`src/rtl/gpio_dp_pkg.sv`:
```
// Shared definitions for the GPIO data register port.
// Assumes a word-aligned byte address bus; word index sits in address bits [4:2].
package gpio_dp_pkg;

    // Word index of each register; the order fixes the byte offsets.
    typedef enum logic [2:0] {
        IDX_DATA = 3'd0,
        IDX_SET  = 3'd1,
        IDX_CLR  = 3'd2,
        IDX_TOG  = 3'd3,
        IDX_IN   = 3'd4,
        IDX_DIR  = 3'd5
    } reg_idx_e;

    // Decoded access for one cycle.
    typedef struct packed {
        logic     wr_data;
        logic     wr_set;
        logic     wr_clr;
        logic     wr_tog;
        logic     wr_dir;
        logic     rd;
        logic     hit;
        reg_idx_e idx;
    } access_t;

endpackage

```
`src/rtl/gpio_dp_decode.sv`:
```
// Address decoder: turns one bus request into register strobes.
// Assumes addr is a byte address; non-aligned or out-of-map addresses decode as no hit.
module gpio_dp_decode
    import gpio_dp_pkg::*;
#(
    parameter int unsigned AW = 8
) (
    input  logic          bus_en,
    input  logic          bus_we,
    input  logic [AW-1:0] bus_addr,
    output access_t       acc
);
    localparam int unsigned IDX_W = 3;
    localparam int unsigned HI_LSB = IDX_W + 2;

    logic [IDX_W-1:0] idx_raw;
    logic             upper_zero;
    logic             in_map;

    // Split the address and test for a defined register.
    always_comb begin
        idx_raw    = bus_addr[HI_LSB-1:2];
        upper_zero = (bus_addr[AW-1:HI_LSB] == '0) && (bus_addr[1:0] == 2'b00);
        in_map     = upper_zero && (idx_raw <= IDX_DIR);
    end

    // Produce write strobes and read request.
    always_comb begin
        acc         = '0;
        acc.idx     = reg_idx_e'(idx_raw);
        acc.hit     = in_map;
        acc.rd      = bus_en && !bus_we;
        if (bus_en && bus_we && in_map) begin
            unique case (reg_idx_e'(idx_raw))
                IDX_DATA: acc.wr_data = 1'b1;
                IDX_SET:  acc.wr_set  = 1'b1;
                IDX_CLR:  acc.wr_clr  = 1'b1;
                IDX_TOG:  acc.wr_tog  = 1'b1;
                IDX_DIR:  acc.wr_dir  = 1'b1;
                default:  ;
            endcase
        end
    end

endmodule

```
`src/rtl/gpio_dp_regs.sv`:
```
// Output latch and direction register with atomic set/clear/toggle updates.
// Assumes at most one strobe in acc is active per cycle (guaranteed by the decoder).
module gpio_dp_regs
    import gpio_dp_pkg::*;
#(
    parameter int unsigned W = 32
) (
    input  logic         clk,
    input  logic         rst_n,
    input  access_t      acc,
    input  logic [W-1:0] wdata,
    output logic [W-1:0] latch_q,
    output logic [W-1:0] dir_q
);
    logic [W-1:0] latch_d;

    // Next latch value for the active update kind.
    always_comb begin
        latch_d = latch_q;
        if (acc.wr_data)     latch_d = wdata;
        else if (acc.wr_set) latch_d = latch_q | wdata;
        else if (acc.wr_clr) latch_d = latch_q & ~wdata;
        else if (acc.wr_tog) latch_d = latch_q ^ wdata;
    end

    // Latch storage, cleared by reset.
    always_ff @(posedge clk) begin
        if (!rst_n) latch_q <= '0;
        else        latch_q <= latch_d;
    end

    // Direction storage, cleared by reset so all pins start as inputs.
    always_ff @(posedge clk) begin
        if (!rst_n)          dir_q <= '0;
        else if (acc.wr_dir) dir_q <= wdata;
    end

endmodule

```
`src/rtl/gpio_dp_sync.sv`:
```
// Multi-stage synchronizer for asynchronous pad inputs.
// Assumes each bit is independent; no bus coherence across bits is promised.
module gpio_dp_sync #(
    parameter int unsigned W      = 32,
    parameter int unsigned STAGES = 2
) (
    input  logic         clk,
    input  logic         rst_n,
    input  logic [W-1:0] din,
    output logic [W-1:0] dout
);
    logic [W-1:0] stg [STAGES];

    // Shift the pad levels through the stage chain.
    always_ff @(posedge clk) begin
        if (!rst_n) begin
            for (int i = 0; i < STAGES; i++) stg[i] <= '0;
        end else begin
            stg[0] <= din;
            for (int i = 1; i < STAGES; i++) stg[i] <= stg[i-1];
        end
    end

    assign dout = stg[STAGES-1];

endmodule

```
`src/rtl/gpio_dp_rdport.sv`:
```
// Registered read multiplexer: one-cycle read latency, zero data when idle.
// Assumes acc.hit is low for any reserved or misaligned address.
module gpio_dp_rdport
    import gpio_dp_pkg::*;
#(
    parameter int unsigned W = 32
) (
    input  logic         clk,
    input  logic         rst_n,
    input  access_t      acc,
    input  logic [W-1:0] latch_q,
    input  logic [W-1:0] dir_q,
    input  logic [W-1:0] pins_sync,
    output logic [W-1:0] rdata,
    output logic         rvalid
);
    logic [W-1:0] mux;

    // Select the register addressed by the read.
    always_comb begin
        mux = '0;
        if (acc.hit) begin
            case (acc.idx)
                IDX_DATA: mux = latch_q;
                IDX_IN:   mux = pins_sync;
                IDX_DIR:  mux = dir_q;
                default:  mux = '0;
            endcase
        end
    end

    // Capture the read result and its valid flag.
    always_ff @(posedge clk) begin
        if (!rst_n) begin
            rvalid <= 1'b0;
            rdata  <= '0;
        end else begin
            rvalid <= acc.rd;
            rdata  <= acc.rd ? mux : '0;
        end
    end

endmodule

```
`src/rtl/gpio_dp_top.sv`:
```
// GPIO data register port: output latch, set/clear/toggle aliases, direction,
// synchronized input sampling. Assumes a single bus master, one access per cycle.
module gpio_dp_top
    import gpio_dp_pkg::*;
#(
    parameter int unsigned W      = 32,
    parameter int unsigned AW     = 8,
    parameter int unsigned STAGES = 2
) (
    input  logic          clk,
    input  logic          rst_n,
    input  logic          bus_en,
    input  logic          bus_we,
    input  logic [AW-1:0] bus_addr,
    input  logic [W-1:0]  bus_wdata,
    output logic [W-1:0]  bus_rdata,
    output logic          bus_rvalid,
    input  logic [W-1:0]  pin_in,
    output logic [W-1:0]  pin_oe,
    output logic [W-1:0]  pin_out
);
    access_t      acc;
    logic [W-1:0] latch_q;
    logic [W-1:0] dir_q;
    logic [W-1:0] pins_sync;

    gpio_dp_decode #(.AW(AW)) u_dec (
        .bus_en   (bus_en),
        .bus_we   (bus_we),
        .bus_addr (bus_addr),
        .acc      (acc)
    );

    gpio_dp_regs #(.W(W)) u_regs (
        .clk     (clk),
        .rst_n   (rst_n),
        .acc     (acc),
        .wdata   (bus_wdata),
        .latch_q (latch_q),
        .dir_q   (dir_q)
    );

    gpio_dp_sync #(.W(W), .STAGES(STAGES)) u_sync (
        .clk   (clk),
        .rst_n (rst_n),
        .din   (pin_in),
        .dout  (pins_sync)
    );

    gpio_dp_rdport #(.W(W)) u_rd (
        .clk       (clk),
        .rst_n     (rst_n),
        .acc       (acc),
        .latch_q   (latch_q),
        .dir_q     (dir_q),
        .pins_sync (pins_sync),
        .rdata     (bus_rdata),
        .rvalid    (bus_rvalid)
    );

    // Pad drive follows the registers directly.
    always_comb begin
        pin_oe  = dir_q;
        pin_out = latch_q;
    end

endmodule

```
`config.mk`:
```
export PLATFORM = sky130hd
export DESIGN_NAME = gpio_dp_top
export DESIGN_NICKNAME = d
export VERILOG_FILES = /design/src/rtl/gpio_dp_pkg.sv /design/src/rtl/gpio_dp_decode.sv /design/src/rtl/gpio_dp_regs.sv /design/src/rtl/gpio_dp_sync.sv /design/src/rtl/gpio_dp_rdport.sv /design/src/rtl/gpio_dp_top.sv
export SDC_FILE = /design/constraint.sdc
export NUM_CORES = 1
export LEC_CHECK = 0
export ABC_AREA = 1
export CORE_UTILIZATION = 35
export CTS_CLUSTER_DIAMETER = 100
export CTS_CLUSTER_SIZE = 10
export DETAILED_ROUTE_END_ITERATION = 10
export MAX_ROUTING_LAYER = met4
export PLACE_DENSITY_LB_ADDON = 0.05
export REMOVE_ABC_BUFFERS = 1
export SLEW_MARGIN = 20
export SYNTH_ARGS = -nofsm -noshare
export SYNTH_HDL_FRONTEND = slang
export SYNTH_SLANG_ARGS = --single-unit
```
`constraint.sdc`:
```
create_clock -name clk -period 1.5 [get_ports clk]
set_clock_uncertainty 0.15 [all_clocks]
set_input_delay 0.225 -clock clk [delete_from_list [all_inputs] [get_ports clk]]
set_output_delay 0.225 -clock clk [all_outputs]
set_load 0.01 [all_outputs]
```
==> results.txt <==
met1 wire length -> 11500 µm
placed cell areas -> 10300 µm²
htree depth -> 4
grt ovf -> 0
core region area -> 21000 µm²
# diodes -> 0
fin nets -> 1429
Post-synth EDFFs -> 0
DRT iter0 DRCs -> 341
dpl hpwl -> 15100 µm
Avg Inst Size Synth -> 7.18 µm²
first-pass detailed-route iteration total -> 7
slew margin rel. -> 0.748
met2 wire length -> 11500 µm
ys flop type -> dfxtp_1
Tot GR Track Use -> 0.240
CP endpoint kind -> flop
clk buf depth -> 2
R2R Setup Slk -> 0.19 ns
outcome -> complete, no violations
drt via density -> 4.75
metal3 WL -> 1350 µm
layout cell share with drive strength beyond 1 -> 0.186
Clk pin slew, worst setup/hold paths -> 0.07 ns
most instantiated cells after synthesis -> nand2_1 (237), inv_1 (175), dfxtp_1 (161), a21oi_1 (96), nand3_1 (90)
die outline height -> 149 µm
post-synthesis sequential area ratio -> 0.429
die width -> 149 µm
max_cap viols -> 0
IO buf count -> 172
Worst Hold Class -> in2reg
Req. time, crit path -> 1.71 ns
first-pass GRT wire length -> 39200 µm
Post-Synth Adder-Cell Area -> 0.107
post-synth cell types -> 18
Ports -> 173
Yosys top cell area share -> 0.429
initial antenna violation count -> 0
Slew Limit Fails -> 0
R2R Path Start -> u_regs.latch_q[9]
antenna-violating nets left -> 0
main combinational cell family by area after synthesis -> simple AND/OR/NAND/NOR gates
row count -> 53
pwr/cell area -> 821 nW/µm²
startpoint types -> input port
Synth Area in XOR/XNOR -> 0
total leakage power -> 0.00574 µW
worst vdd ir -> 0.721 mV
pin count of the biggest net entering global routing -> 80
Synth Area in Compound Gates -> 0.120
Final setup violation count -> 0
post-synthesis cell count -> 1047
Synth area leader -> dfxtp_1
mux contribution to synthesized area -> 0
Top Metal Used -> met4
measured slew at the worst slew-check pin -> 0.378 ns
vias -> 7483
Cell Area, Synth -> 7520 µm²
Sinks on Clock Net -> 161
Crit Path Max Fanout -> 9
CTS Root Cell -> clkbuf_16
full die area -> 22100 µm²
setup TNS -> 0 ns
clock latency on the worst-skew pair -> 0.43 ns
Area Overhead vs Synth -> 53.5%
CTS tree -> yes
Final WS setup -> 0.00420 ns
RSZ-0062 raised after global routing -> yes
count leader, synth -> nand2_1
hold path depth -> 4
fin crit share -> 0.997
vias in the first global route -> 7257
TritonCTS Buffers -> 17
Final GP Congestion -> 0.762
fillcell total -> 2030
Crit Path Class -> in2reg
final hold viol count -> 0
WL final -> 24800 µm
DRC -> 0
fmax -> 669 MHz
Register-to-Register Path Depth -> 7
pre-CTS WS -> -0.633 ns
synth top area cells -> dfxtp_1 (43%), nand2_1 (12%), ha_1 (11%)
Synth async-reset ratio -> 0
synth warn -> 0
min cycle time layout -> 1.50 ns
WL per Instance -> 15.7 µm
Final Cell Area -> 11500 µm²
Initial Util -> 0.358
Worst EP arrival -> 1.70 ns
Worst Hold End -> u_rd.rvalid
Inst Count DP -> 1518
Synth Register Bits -> 161
origin of the worst min-delay path -> rst_n
Synth Area in Simple Gates -> 0.224
Post-Layout Cell Count -> 1577
Hold Worst Slack -> 0.0709 ns
r2r endpoint -> u_regs.latch_q[9]
worst max-delay path: stages:
cell,delay (ns)
dlygate4sd2_1,0.23
inv_1,0.07
nand2_2,0.08
nor3_4,0.23
buf_6,0.16
nand3_4,0.19
buf_16,0.23
nand3_1,0.08
nand2_1,0.07
a21oi_2,0.14
flip-flops by register name, indices dropped and copies added, names as in the netlist:
signal          flops
u_rd.rvalid         1
u_regs.latch_q     32
u_rd.rdata         32
u_sync.stg         64
u_regs.dir_q       32
metrics by stage:
step                utilization  power (µW)
floorplan                     -        4780
global placement          0.490        5320
detailed placement        0.490        5330
CTS                       0.538        9560
global route              0.549        9870
finish                    0.549        9470
repair_timing:
action | CTS | global route
buffers inserted | 14 | 4
resized for setup | 176 | 77
cloned | 11 | 2
endpoints found under the setup margin | 174 | 64
hold buffers | 0 | 0
pin swaps | 13 | 33
layout by cell type, fill, tap and decap left out, types with 8 or more instances in the layout:
| cell type | count |
|---|---|
| dfxtp_2 | 29 |
| buf_12 | 22 |
| o21ai_0 | 38 |
| a31oi_1 | 21 |
| nand3_2 | 11 |
| ha_1 | 64 |
| nand3_1 | 78 |
| nand2_1 | 217 |
| buf_4 | 71 |
| inv_1 | 173 |
| a21oi_2 | 10 |
| a21oi_1 | 86 |
| nor2_2 | 10 |
| buf_6 | 8 |
| nand2_2 | 17 |
| dfxtp_1 | 131 |
| clkdlybuf4s15_1 | 23 |
| clkbuf_16 | 19 |
| nor2_1 | 70 |
| clkdlybuf4s50_1 | 64 |
| dlygate4sd2_1 | 83 |
logic make-up (layout without fill, tap and decap cells):
family,after synthesis,count (layout)
flip-flops,161,161
adder cells (fa/ha/maj),64,64
AND/OR/NAND/NOR,416,416
AO/OA/AOI/OAI,168,168
buffers and inverters,238,493
area by class of cell:
class | instances | area [µm²] | share of cell area
clock inverter | 11 | 108 | 0.00933
clock buffer | 21 | 450 | 0.0390
sequential | 161 | 3260 | 0.283
inverter | 176 | 667 | 0.0578
timing repair buffer | 285 | 3010 | 0.261
multi-input combinational | 648 | 3700 | 0.320
tap | 275 | 344 | 0.0298
worst max-delay path by stage:
stage | from | endpoint | slack [ns] | cells after the start
floorplan | bus_addr[7] | u_regs.latch_q[0] | -2.77 | 7
global placement | bus_addr[3] | u_regs.dir_q[23] | -0.60 | 9
detailed placement | bus_we | u_regs.latch_q[22] | -0.63 | 9
CTS | bus_addr[5] | u_regs.latch_q[30] | 0.005 | 12
global route | bus_addr[7] | u_rd.rdata[0] | -0.04 | 11
finish | bus_addr[1] | u_regs.latch_q[16] | 0.004 | 10
layer usage:
layer,vias up,GRT usage
met5,-,-
met4,0,0.0768
met1,3489,0.298
met2,203,0.389
li1,3759,-
met3,32,0.0472
power by group:
| part | total (µW) | internal (µW) | switching [µW] |
|---|---|---|---|
| sequential | 4380 | 4360 | 24.6 |
| combinational | 901 | 445 | 456 |
| clock | 4190 | 2340 | 1850 |
Power figures use the tool's default switching activity.
